File: src/rtl/csi_pkg.sv
package csi_pkg;
    localparam int NSOCK  = 2;   // socket count; the event format assumes two
    localparam int SOCK_W = 1;
    localparam int NPIN   = 8;   // synchronised pins per socket
    localparam int NCHG   = 7;   // latched change bits per socket

    // change-bit positions inside a socket status register
    localparam int CHG_CD   = 0;
    localparam int CHG_BVD1 = 1;
    localparam int CHG_BVD2 = 2;
    localparam int CHG_RDY  = 3;
    localparam int CHG_WP   = 4;
    localparam int CHG_TMO  = 5;
    localparam int CHG_IO   = 6;

    localparam logic [2:0] ADDR_CFG = 3'd2;
    localparam logic [2:0] ADDR_EVQ = 3'd3;

    typedef struct packed {
        logic cirq;
        logic tmo;
        logic wp;
        logic rdy;
        logic bvd2;
        logic bvd1;
        logic cd2;
        logic cd1;
    } pins_t;

    typedef enum logic {
        EV_INSERT = 1'b0,
        EV_REMOVE = 1'b1
    } ev_kind_t;

    typedef struct packed {
        logic [SOCK_W-1:0] sock;
        ev_kind_t          kind;
    } event_t;
endpackage

File: src/rtl/csi_sync.sv
module csi_sync #(
    parameter int W = 8
) (
    input  logic         clk,
    input  logic         rst_n,
    input  logic [W-1:0] d_i,
    output logic [W-1:0] q_o
);
    typedef struct packed {
        logic [W-1:0] s1;
        logic [W-1:0] s2;
    } st_t;

    st_t st_d, st_q;

    always_comb begin
        st_d    = st_q;
        st_d.s1 = d_i;
        st_d.s2 = st_q.s1;
    end

    always_ff @(posedge clk or negedge rst_n) begin
        if (!rst_n) st_q <= '0;
        else        st_q <= st_d;
    end

    assign q_o = st_q.s2;
endmodule

File: src/rtl/csi_socket.sv
module csi_socket
    import csi_pkg::*;
#(
    parameter int IDX = 0
) (
    input  logic            clk,
    input  logic            rst_n,
    input  pins_t           pins_i,
    input  logic [NCHG-1:0] clr_i,
    output logic [NCHG-1:0] chg_o,
    output logic            occ_o,
    output logic            push_o,
    output event_t          ev_o,
    output logic            cirq_o
);
    typedef struct packed {
        pins_t           prev;
        logic [NCHG-1:0] chg;
        logic            occ;
    } st_t;

    st_t             st_d, st_q;
    pins_t           delta;
    logic            cd_chg;
    logic            both_in;
    logic            both_out;
    logic [NCHG-1:0] set_bits;

    always_comb begin
        st_d     = st_q;
        delta    = pins_t'(pins_i ^ st_q.prev);
        cd_chg   = delta.cd1 | delta.cd2;
        both_in  = pins_i.cd1 & pins_i.cd2;
        both_out = ~(pins_i.cd1 | pins_i.cd2);
        push_o   = 1'b0;
        ev_o     = '{sock: SOCK_W'(IDX), kind: EV_INSERT};

        // occupancy decision: only a full transition counts, and only once
        if (cd_chg) begin
            if (both_in && !st_q.occ) begin
                push_o    = 1'b1;
                ev_o.kind = EV_INSERT;
                st_d.occ  = 1'b1;
            end else if (both_out && st_q.occ) begin
                push_o    = 1'b1;
                ev_o.kind = EV_REMOVE;
                st_d.occ  = 1'b0;
            end
        end

        set_bits           = '0;
        set_bits[CHG_CD]   = cd_chg;
        set_bits[CHG_BVD1] = delta.bvd1 & ~cd_chg;
        set_bits[CHG_BVD2] = delta.bvd2 & ~cd_chg;
        set_bits[CHG_RDY]  = delta.rdy;
        set_bits[CHG_WP]   = delta.wp;
        set_bits[CHG_TMO]  = pins_i.tmo & ~st_q.prev.tmo;
        set_bits[CHG_IO]   = pins_i.cirq & ~st_q.prev.cirq & st_q.occ;

        st_d.prev = pins_i;
        st_d.chg  = (st_q.chg & ~clr_i) | set_bits;
    end

    always_ff @(posedge clk or negedge rst_n) begin
        if (!rst_n) st_q <= '0;
        else        st_q <= st_d;
    end

    assign chg_o  = st_q.chg;
    assign occ_o  = st_q.occ;
    assign cirq_o = pins_i.cirq & st_q.occ;
endmodule

File: src/rtl/csi_evfifo.sv
module csi_evfifo
    import csi_pkg::*;
#(
    parameter  int DEPTH = 4,      // power of two, at least 2
    parameter  int NPUSH = 2,
    localparam int PTR_W = $clog2(DEPTH),
    localparam int CNT_W = $clog2(DEPTH + 1)
) (
    input  logic                   clk,
    input  logic                   rst_n,
    input  logic [NPUSH-1:0]       push_i,
    input  event_t [NPUSH-1:0]     data_i,
    input  logic                   pop_i,
    input  logic                   ovf_clr_i,
    output event_t                 head_o,
    output logic [CNT_W-1:0]       count_o,
    output logic                   ovf_o
);
    typedef struct packed {
        event_t [DEPTH-1:0] mem;
        logic [PTR_W-1:0]   rd;
        logic [CNT_W-1:0]   cnt;
        logic               ovf;
    } st_t;

    st_t  st_d, st_q;
    logic lost;

    always_comb begin
        st_d = st_q;
        lost = 1'b0;
        if (pop_i && st_q.cnt != '0) begin
            st_d.rd  = st_q.rd + PTR_W'(1);
            st_d.cnt = st_q.cnt - CNT_W'(1);
        end
        // lower-numbered pusher enters first
        for (int i = 0; i < NPUSH; i++) begin
            if (push_i[i]) begin
                if (st_d.cnt < CNT_W'(DEPTH)) begin
                    st_d.mem[st_d.rd + PTR_W'(st_d.cnt)] = data_i[i];
                    st_d.cnt = st_d.cnt + CNT_W'(1);
                end else begin
                    lost = 1'b1;
                end
            end
        end
        st_d.ovf = (st_q.ovf & ~ovf_clr_i) | lost;
    end

    always_ff @(posedge clk or negedge rst_n) begin
        if (!rst_n) st_q <= '0;
        else        st_q <= st_d;
    end

    assign head_o  = st_q.mem[st_q.rd];
    assign count_o = st_q.cnt;
    assign ovf_o   = st_q.ovf;
endmodule

File: src/rtl/card_socket_irq.sv
module card_socket_irq
    import csi_pkg::*;
#(
    parameter  int EVQ_DEPTH = 4,
    localparam int CNT_W     = $clog2(EVQ_DEPTH + 1)
) (
    input  logic             clk,
    input  logic             rst_n,
    input  logic [NSOCK-1:0] cd1_i,
    input  logic [NSOCK-1:0] cd2_i,
    input  logic [NSOCK-1:0] bvd1_i,
    input  logic [NSOCK-1:0] bvd2_i,
    input  logic [NSOCK-1:0] rdy_i,
    input  logic [NSOCK-1:0] wp_i,
    input  logic [NSOCK-1:0] tmo_i,
    input  logic [NSOCK-1:0] cirq_i,
    input  logic [2:0]       reg_addr_i,
    input  logic             reg_wr_i,
    input  logic [15:0]      reg_wdata_i,
    output logic [15:0]      reg_rdata_o,
    output logic [1:0]       irq_level_o,
    output logic             irq_o,
    output logic [NSOCK-1:0] card_irq_o
);
    typedef struct packed {
        logic [NSOCK-1:0] lvl;
        logic [NSOCK-1:0] en;
    } cfg_t;

    logic [NSOCK*NPIN-1:0]          raw_bus;
    logic [NSOCK*NPIN-1:0]          sync_bus;
    logic [NSOCK-1:0][NCHG-1:0]     chg;
    logic [NSOCK-1:0][NCHG-1:0]     clr;
    logic [NSOCK-1:0]               occ;
    logic [NSOCK-1:0]               push;
    event_t [NSOCK-1:0]             ev_data;
    event_t                         evq_head;
    logic [CNT_W-1:0]               evq_cnt;
    logic                           evq_ovf;
    logic                           evq_pop;
    logic                           evq_ovf_clr;
    cfg_t                           cfg_d, cfg_q;
    logic                           unused_wdata;

    assign unused_wdata = ^reg_wdata_i[15:NCHG];

    for (genvar s = 0; s < NSOCK; s++) begin : g_sock
        assign raw_bus[s*NPIN +: NPIN] = {cirq_i[s], tmo_i[s], wp_i[s], rdy_i[s],
                                          bvd2_i[s], bvd1_i[s], cd2_i[s], cd1_i[s]};

        csi_socket #(.IDX(s)) u_sock (
            .clk    (clk),
            .rst_n  (rst_n),
            .pins_i (pins_t'(sync_bus[s*NPIN +: NPIN])),
            .clr_i  (clr[s]),
            .chg_o  (chg[s]),
            .occ_o  (occ[s]),
            .push_o (push[s]),
            .ev_o   (ev_data[s]),
            .cirq_o (card_irq_o[s])
        );
    end

    csi_sync #(.W(NSOCK*NPIN)) u_sync (
        .clk   (clk),
        .rst_n (rst_n),
        .d_i   (raw_bus),
        .q_o   (sync_bus)
    );

    csi_evfifo #(.DEPTH(EVQ_DEPTH), .NPUSH(NSOCK)) u_evq (
        .clk       (clk),
        .rst_n     (rst_n),
        .push_i    (push),
        .data_i    (ev_data),
        .pop_i     (evq_pop),
        .ovf_clr_i (evq_ovf_clr),
        .head_o    (evq_head),
        .count_o   (evq_cnt),
        .ovf_o     (evq_ovf)
    );

    // write decode
    always_comb begin
        cfg_d       = cfg_q;
        clr         = '0;
        evq_pop     = 1'b0;
        evq_ovf_clr = 1'b0;
        if (reg_wr_i) begin
            for (int s = 0; s < NSOCK; s++) begin
                if (reg_addr_i == 3'(s)) clr[s] = reg_wdata_i[NCHG-1:0];
            end
            if (reg_addr_i == ADDR_CFG) cfg_d = cfg_t'(reg_wdata_i[2*NSOCK-1:0]);
            if (reg_addr_i == ADDR_EVQ) begin
                evq_pop     = reg_wdata_i[0];
                evq_ovf_clr = reg_wdata_i[1];
            end
        end
    end

    always_ff @(posedge clk or negedge rst_n) begin
        if (!rst_n) cfg_q <= '0;
        else        cfg_q <= cfg_d;
    end

    // read mux
    always_comb begin
        reg_rdata_o = '0;
        for (int s = 0; s < NSOCK; s++) begin
            if (reg_addr_i == 3'(s))
                reg_rdata_o = {1'b0, occ[s], sync_bus[s*NPIN +: 6], 1'b0, chg[s]};
        end
        if (reg_addr_i == ADDR_CFG) reg_rdata_o[2*NSOCK-1:0] = cfg_q;
        if (reg_addr_i == ADDR_EVQ) begin
            reg_rdata_o[1:0]          = evq_head;
            reg_rdata_o[8]            = (evq_cnt != '0);
            reg_rdata_o[9]            = evq_ovf;
            reg_rdata_o[10 +: CNT_W]  = evq_cnt;
        end
    end

    // interrupt routing
    always_comb begin
        irq_level_o = '0;
        for (int s = 0; s < NSOCK; s++) begin
            if (cfg_q.en[s] && (|chg[s])) irq_level_o[cfg_q.lvl[s]] = 1'b1;
        end
    end

    assign irq_o = |irq_level_o;
endmodule

File: config.mk
export PLATFORM = sky130hd
export DESIGN_NAME = card_socket_irq
export DESIGN_NICKNAME = d
export VERILOG_FILES = /design/src/rtl/csi_pkg.sv /design/src/rtl/csi_sync.sv /design/src/rtl/csi_socket.sv /design/src/rtl/csi_evfifo.sv /design/src/rtl/card_socket_irq.sv
export SDC_FILE = /design/constraint.sdc
export NUM_CORES = 1
export LEC_CHECK = 0
export CELL_PAD_IN_SITES_DETAIL_PLACEMENT = 1
export CELL_PAD_IN_SITES_GLOBAL_PLACEMENT = 1
export CORE_ASPECT_RATIO = 1.75
export CORE_UTILIZATION = 35
export CTS_BUF_LIST = sky130_fd_sc_hd__clkbuf_8
export CTS_CLUSTER_SIZE = 24
export DETAILED_ROUTE_END_ITERATION = 6
export DONT_BUFFER_PORTS = 1
export PLACE_DENSITY = 0.62
export SYNTH_ARGS = -nofsm -noshare
export SYNTH_HDL_FRONTEND = slang
export SYNTH_SLANG_ARGS = --single-unit
File: constraint.sdc
create_clock -name clk -period 4.7 [get_ports clk]
set_input_delay 0.235 -clock clk [delete_from_list [all_inputs] [get_ports clk]]
set_output_delay 0.235 -clock clk [all_outputs]
set_load 0.02 [all_outputs]
# Yosys cells after proc, flatten, opt, wreduce, memory -nomap -nowiden
# Cells that the tools add are included.
word_totals:
  out_inout_bits: 21
  wordCells: 169
  regBits: 82
  input_bits: 38
op_classes:
  n_bitwise: 38
  add_sub_neg: 6
  reduce_logical: 23
  n_mux: 53
  n_lt_le_gt_ge: 11
  eq_ne: 3
op_table:
  columns: ["op", "n"]
  rows:
  - ["8-bit 2-to-1 mux", 4]
  - ["1-bit 2-to-1 mux", 24]
  - ["8-bit bitwise mux", 2]
  - ["16-bit 2-to-1 mux", 1]
  - ["1-bit bitwise AND", 15]
  - ["15-bit 2-to-1 mux", 1]
  - ["7-bit bitwise AND", 2]
  - ["14-bit 2-to-1 mux", 1]
  - ["7-bit 2-to-1 mux", 2]
  - ["7-bit NOT", 2]
  - ["7-bit OR", 2]
  - ["7-bit OR reduction", 2]
  - ["2-bit 2-to-1 mux", 6]
  - ["3-bit 2-to-1 mux", 4]
  - ["6-bit bitwise XOR", 2]
  - ["1-bit logical AND", 11]
  - ["5-bit 2-to-1 mux", 2]
  - ["2-bit by 3-bit < comparator with 1-bit output, second input constant", 3]
  - ["1-bit NOT", 9]
  - ["2-bit demux with 2-bit select", 2]
  - ["3-bit by 1-bit adder with 3-bit output, second input constant", 2]
  - ["3-bit by 2-bit equality test with 1-bit output, second input constant", 2]
  - ["3-bit < comparator, second input constant", 2]
  - ["2-bit AND reduction", 3]
  - ["17 further kinds", 28]

# Logic depth before layout (Yosys ltp)
depth:
  depth_word: 16
  ltp_mapped: 12
  depth_no_buf: 12

# Hierarchy
# A second synthesis with hierarchy kept.
unflattened:
  hier_cells: 339
  area_unflattened_um2: 4036.4
by_module_without_submodules:
  columns: ["mod", "n_inst", "area_per_inst_um2", "cells_per_inst", "seq_area_each_um2"]
  rows:
  - ["csi_socket", 2, 684.4, 59, 400.4]
  - ["csi_evfifo", 1, 1171.1, 105, 350.3]
  - ["csi_sync", 1, 800.8, 32, 800.8]
  - ["card_socket_irq", 1, 695.7, 84, 100.1]

# Worst setup path before layout
# Ideal clock, no wire load.
synth_path:
  path_kind: "reg2reg"
  from: "register u_evq.st_q (netlist bit u_evq.count_o[0])"
  to: "register u_evq.st_q[13] in the netlist's numbering"
  period_less_slack_ns: 2.763
  path_stages_with_launch: 13
  setup_time_ns: 0.118
  slack_ns: 1.937
  required_time_ns: 4.582
  t_arrival_ns: 2.645
  path_cell_list: "dfrtp_1 -> inv_1 -> ha_1 -> nor2b_1 -> nor3_4 -> xnor2_1 -> xor2_1 -> ha_1 -> xnor2_1 -> xnor2_1 -> xnor2_1 -> nor2_2 -> a21o_1"
synth_lines:
  columns: ["item", "line_no", "source"]
  rows:
  - ["from (decl)", "csi_evfifo.sv:26", "st_t st_d, st_q;"]
  - ["from (signal assigned)", "csi_evfifo.sv:52", "else st_q <= st_d;"]

==> flow_summary.rst <==
.. list-table::
   :header-rows: 1

   * - Metric
     - Value
   * - Outcome
     - finished clean
   * - Horizontal extent of the die
     - slightly below 80 um
   * - Final Cycle Share
     - between 70% and 80%
   * - Hold Violations, Final
     - 0
   * - Post-synthesis sequential area ratio
     - approximately 58%
   * - Drt via density
     - about 5.2
   * - Hold_sp
     - reg_wdata_i[0]
   * - Maximum number of pins on one net before global-route repair
     - just over 80
   * - Critical path type
     - register to register
   * - CTS tree
     - built
   * - Setup repair bufs after CTS
     - 0
   * - First-pass GRT wire length
     - between 10,000 and 15,000 um
   * - Library cell occupying the most area in the post-synthesis netlist
     - dfrtp_1
   * - Via Count
     - 2,369
   * - Core footprint
     - between 0.009 and 0.01 mm^2
   * - Final-report setup violation count
     - 0
   * - Share of synthesized flip-flops with an asynchronous set or reset
     - 100%
   * - Top_reg_cell synth
     - dfrtp_1
   * - Number of optimization iterations in the first detailed-route pass
     - 4
   * - Type of element launching the critical path
     - register
   * - # Max-Cap Violations
     - 0
   * - Largest clock skew in the final design
     - a little over 0.007 ns
   * - Dpl cells
     - around 420
   * - Number of DRC violations after detailed routing
     - 0
   * - Total design power
     - slightly above 2 mW
   * - Synthesized area divided by synthesized cell count
     - roughly 12 um^2
   * - Number of design-rule violations left by the first detailed-router iteration
     - 101
   * - Combined area of all synthesized cells
     - approximately 0.0036 mm^2
   * - Cell seen most often among critical-path stages
     - xnor2_1
   * - Leakage dissipation
     - 1.70 nW
   * - Total detailed-routing wirelength
     - around 8500 um
   * - Global-route congestion overflow total
     - 0
   * - Fraction of layout instances using a drive strength above 1
     - 10.9%
   * - Power density of the placed cells
     - about 490 mW/mm^2
   * - Deepest clock path buffer count
     - 2
   * - RD Place Congestion
     - roughly 0.73
   * - Required time at the endpoint of the critical path
     - between 4 and 5 ns
   * - Clk_lat worst skew
     - 0.37 ns
   * - Max FO, Critical Path
     - 7
   * - Arrival time worst endpoint
     - approximately 3.6 ns
   * - Floorplan die height
     - approximately 140 um
   * - Peak supply drop
     - between 200 and 250 uV
   * - Total number of H-tree levels
     - 3
   * - Max Clock Freq
     - about 300 MHz
   * - Root buffer cell
     - clkbuf_8
   * - Nets@finish
     - between 300 and 400
   * - Final total negative setup slack
     - 0 ns
   * - Cell count after synthesis
     - 303
   * - Antenna violations before repair
     - 0
   * - Wire per inst
     - around 19 um
   * - Post-detailed-route count of antenna-violating nets
     - 0
   * - Reg2Reg Capture Point
     - u_evq.st_q[13]$_DFF_PN0_
   * - Row Count
     - 48
   * - Number of inserted diodes
     - 0
   * - Clock period minus worst slack
     - approximately 3.3 ns
   * - Post-route insts no fill
     - 455
   * - Unique masters post-synth
     - 45
   * - Clock net sink count
     - 82
   * - Final-layout worst hold slack
     - 0.0178 ns
   * - PortBufs
     - 0
   * - WP buf/inv
     - 1
   * - Global Route Usage Sum
     - 17.7%
   * - Worst hold stages
     - 1
   * - Max-slew violation count
     - 0
   * - Cells along the critical path
     - inv_1 -> ha_1 -> nor2b_1 -> nor3_4 -> xnor2_1 -> xor2_1 -> ha_1 -> xnor2_1 -> xnor2_1 -> xnor2_1 -> nor2_2 -> a21o_1
   * - R2R Path Start
     - u_evq.count_o[0]$_DFF_PN0_
   * - I/O pin total
     - roughly 60
   * - Reg2reg setup slack
     - 1.38 ns
   * - Worst hold endpoint
     - cfg_q[0]$_DFFE_PN0P_
   * - TritonCTS buffer count
     - 9
   * - Worst hold path type
     - primary input to register
   * - CTS clk-pin slew, worst paths
     - ~0.09 ns
   * - Post-synth EDFFs
     - 0
   * - Synthesis warning total
     - 0
   * - Unrepaired setup endpoints after global routing
     - no
   * - Slew of the pin with the lowest slew margin
     - approximately 1.0 ns
   * - Dominant cells by area after synthesis
     - dfrtp_1 (58%), o21ai_0 (4.4%), xnor2_1 (4.2%)
   * - Post-cts resize count
     - 0
   * - Most common cell in the synthesized netlist
     - dfrtp_1
   * - Critical path's slowest cell
     - dfrtp_1
   * - Hpwl dp
     - a little over 6000 um
   * - Area delta synth->final
     - 15.4%
   * - Via count of the first global-routing pass
     - roughly 2,600
   * - Capturing element type of the critical path
     - register
   * - Largest stage delay on the critical path
     - between 0.4 and 0.5 ns
   * - #FFs+latches synth
     - 82
   * - Initial standard-cell utilization of the core
     - roughly 36%
   * - Kind of cell with the highest combined delay on the critical path
     - XOR/XNOR gates
   * - Synth top area share
     - slightly below 60%
   * - Depth of the most critical reg-to-reg path
     - 12
   * - Critical path depth in cells
     - 12
   * - Top post-synthesis cells by count
     - dfrtp_1 (82), o21ai_0 (31), nand2_1 (26)
   * - Relative slew slack
     - roughly a third
   * - Total die area
     - 0.0106 mm^2
-- what timing repair did --
item,CTS,global route
hold buffers,20,1
setup endpoints to repair,0,0
hold endpoints to repair,100,1
-- stage by stage --
| step | util (%) | setup WS [ns] | area [um^2] |
|---|---|---|---|
| floorplan | - | 1.94 | 3560 |
| global placement | 37.1 | 1.41 | 3650 |
| detailed placement | 37.1 | 1.33 | 3650 |
| CTS | 41.5 | 1.30 | 4090 |
| global route | 41.6 | 1.04 | 4100 |
| finish | 41.6 | 1.38 | 4100 |
-- sequential cells by signal, indices dropped and copies added (netlist names) --
name	count
u_evq.count_o	3
u_evq.ovf_o	1
g_sock.u_sock.chg_o	14
g_sock.u_sock.st_q	16
cfg_q	4
u_sync.q_o	16
g_sock.u_sock.occ_o	2
u_evq.st_q	10
u_sync.st_d	16
-- area by class of cell --
| type | instances | area [um^2] |
|---|---|---|
| Tap cell | 125 | 156 |
| Inverter | 9 | 33.8 |
| Timing Repair Buffer | 21 | 228 |
| Clock buffer | 9 | 124 |
| Sequential cell | 82 | 2050 |
| Clock inverter | 7 | 96.3 |
| Multi-Input combinational cell | 202 | 1410 |
| Fill cell | 1092 | 5750 |
-- power breakdown --
| group | leakage, nW | switching, mW | internal, mW |
|---|---|---|---|
| logic | 0.659 | 0.324 | 0.245 |
| registers | 0.934 | 0.104 | 0.799 |
| clock network | 0.108 | 0.293 | 0.261 |
| total | 1.70 | 0.721 | 1.31 |
-- placed cells by master, fill, tap and decap left out, types with 2 or more instances in the layout --
| master | synthesis | layout |
|---|---|---|
| a21oi_1 | 7 | 7 |
| xnor2_1 | 17 | 17 |
| mux2_2 | 6 | 6 |
| clkbuf_8 | 0 | 9 |
| nand3_1 | 5 | 5 |
| o21ai_0 | 31 | 31 |
| mux2i_1 | 10 | 10 |
| ha_1 | 5 | 5 |
| nand2b_1 | 4 | 4 |
| nand4b_1 | 2 | 2 |
| nor2_1 | 21 | 21 |
| conb_1 | 1 | 2 |
| a21boi_0 | 2 | 2 |
| a21o_1 | 2 | 2 |
| nor2b_1 | 7 | 7 |
| o22ai_1 | 4 | 4 |
| nor2_2 | 2 | 2 |
| mux4_2 | 4 | 4 |
| inv_8 | 0 | 3 |
| dlygate4sd3_1 | 0 | 20 |
| xor2_1 | 5 | 5 |
| nor3b_1 | 3 | 3 |
| a22o_1 | 7 | 7 |
| inv_1 | 8 | 8 |
| nor3_1 | 3 | 3 |
| nand2_1 | 26 | 26 |
| o41ai_1 | 3 | 3 |
| o211ai_1 | 3 | 3 |
| or4_1 | 2 | 2 |
| a22oi_1 | 5 | 5 |
| dfrtp_1 | 82 | 82 |
| and3_1 | 2 | 2 |
-- layer usage --
metal  wire, um  GRT usage (%)  up-vias
li1           -              -     1100
met1       3160           17.9     1207
met2       4950           34.0       49
met3        261           4.18       13
met4        141           6.79        0
met5          0              0        -
-- logic make-up (layout without fill, tap and decap cells) --
kind of cell,count (synthesis),count (layout),synth area share [%]
other,1,2,0.106
flip-flops,82,82,57.8
XOR/XNOR,23,23,5.88
adder cells (fa/ha/maj),5,5,1.76
multiplexers,20,20,7.26
AO/OA/AOI/OAI,68,68,12.3
AND/OR/NAND/NOR,84,84,12.2
buffers and inverters,20,46,2.68
-- worst max-delay path by stage --
stage                                     startpoint                        to  slack [ns]
after floorplan           u_evq.count_o[0]$_DFF_PN0_  u_evq.st_q[13]$_DFF_PN0_        1.94
after global routing      u_evq.count_o[0]$_DFF_PN0_  u_evq.st_q[12]$_DFF_PN0_        1.04
after detailed placement  u_evq.count_o[0]$_DFF_PN0_  u_evq.st_q[13]$_DFF_PN0_        1.33
after CTS                 u_evq.count_o[0]$_DFF_PN0_  u_evq.st_q[13]$_DFF_PN0_        1.30
after global placement    u_evq.count_o[0]$_DFF_PN0_  u_evq.st_q[13]$_DFF_PN0_        1.41
final                     u_evq.count_o[0]$_DFF_PN0_  u_evq.st_q[13]$_DFF_PN0_        1.38
Power figures use the tool's default switching activity.
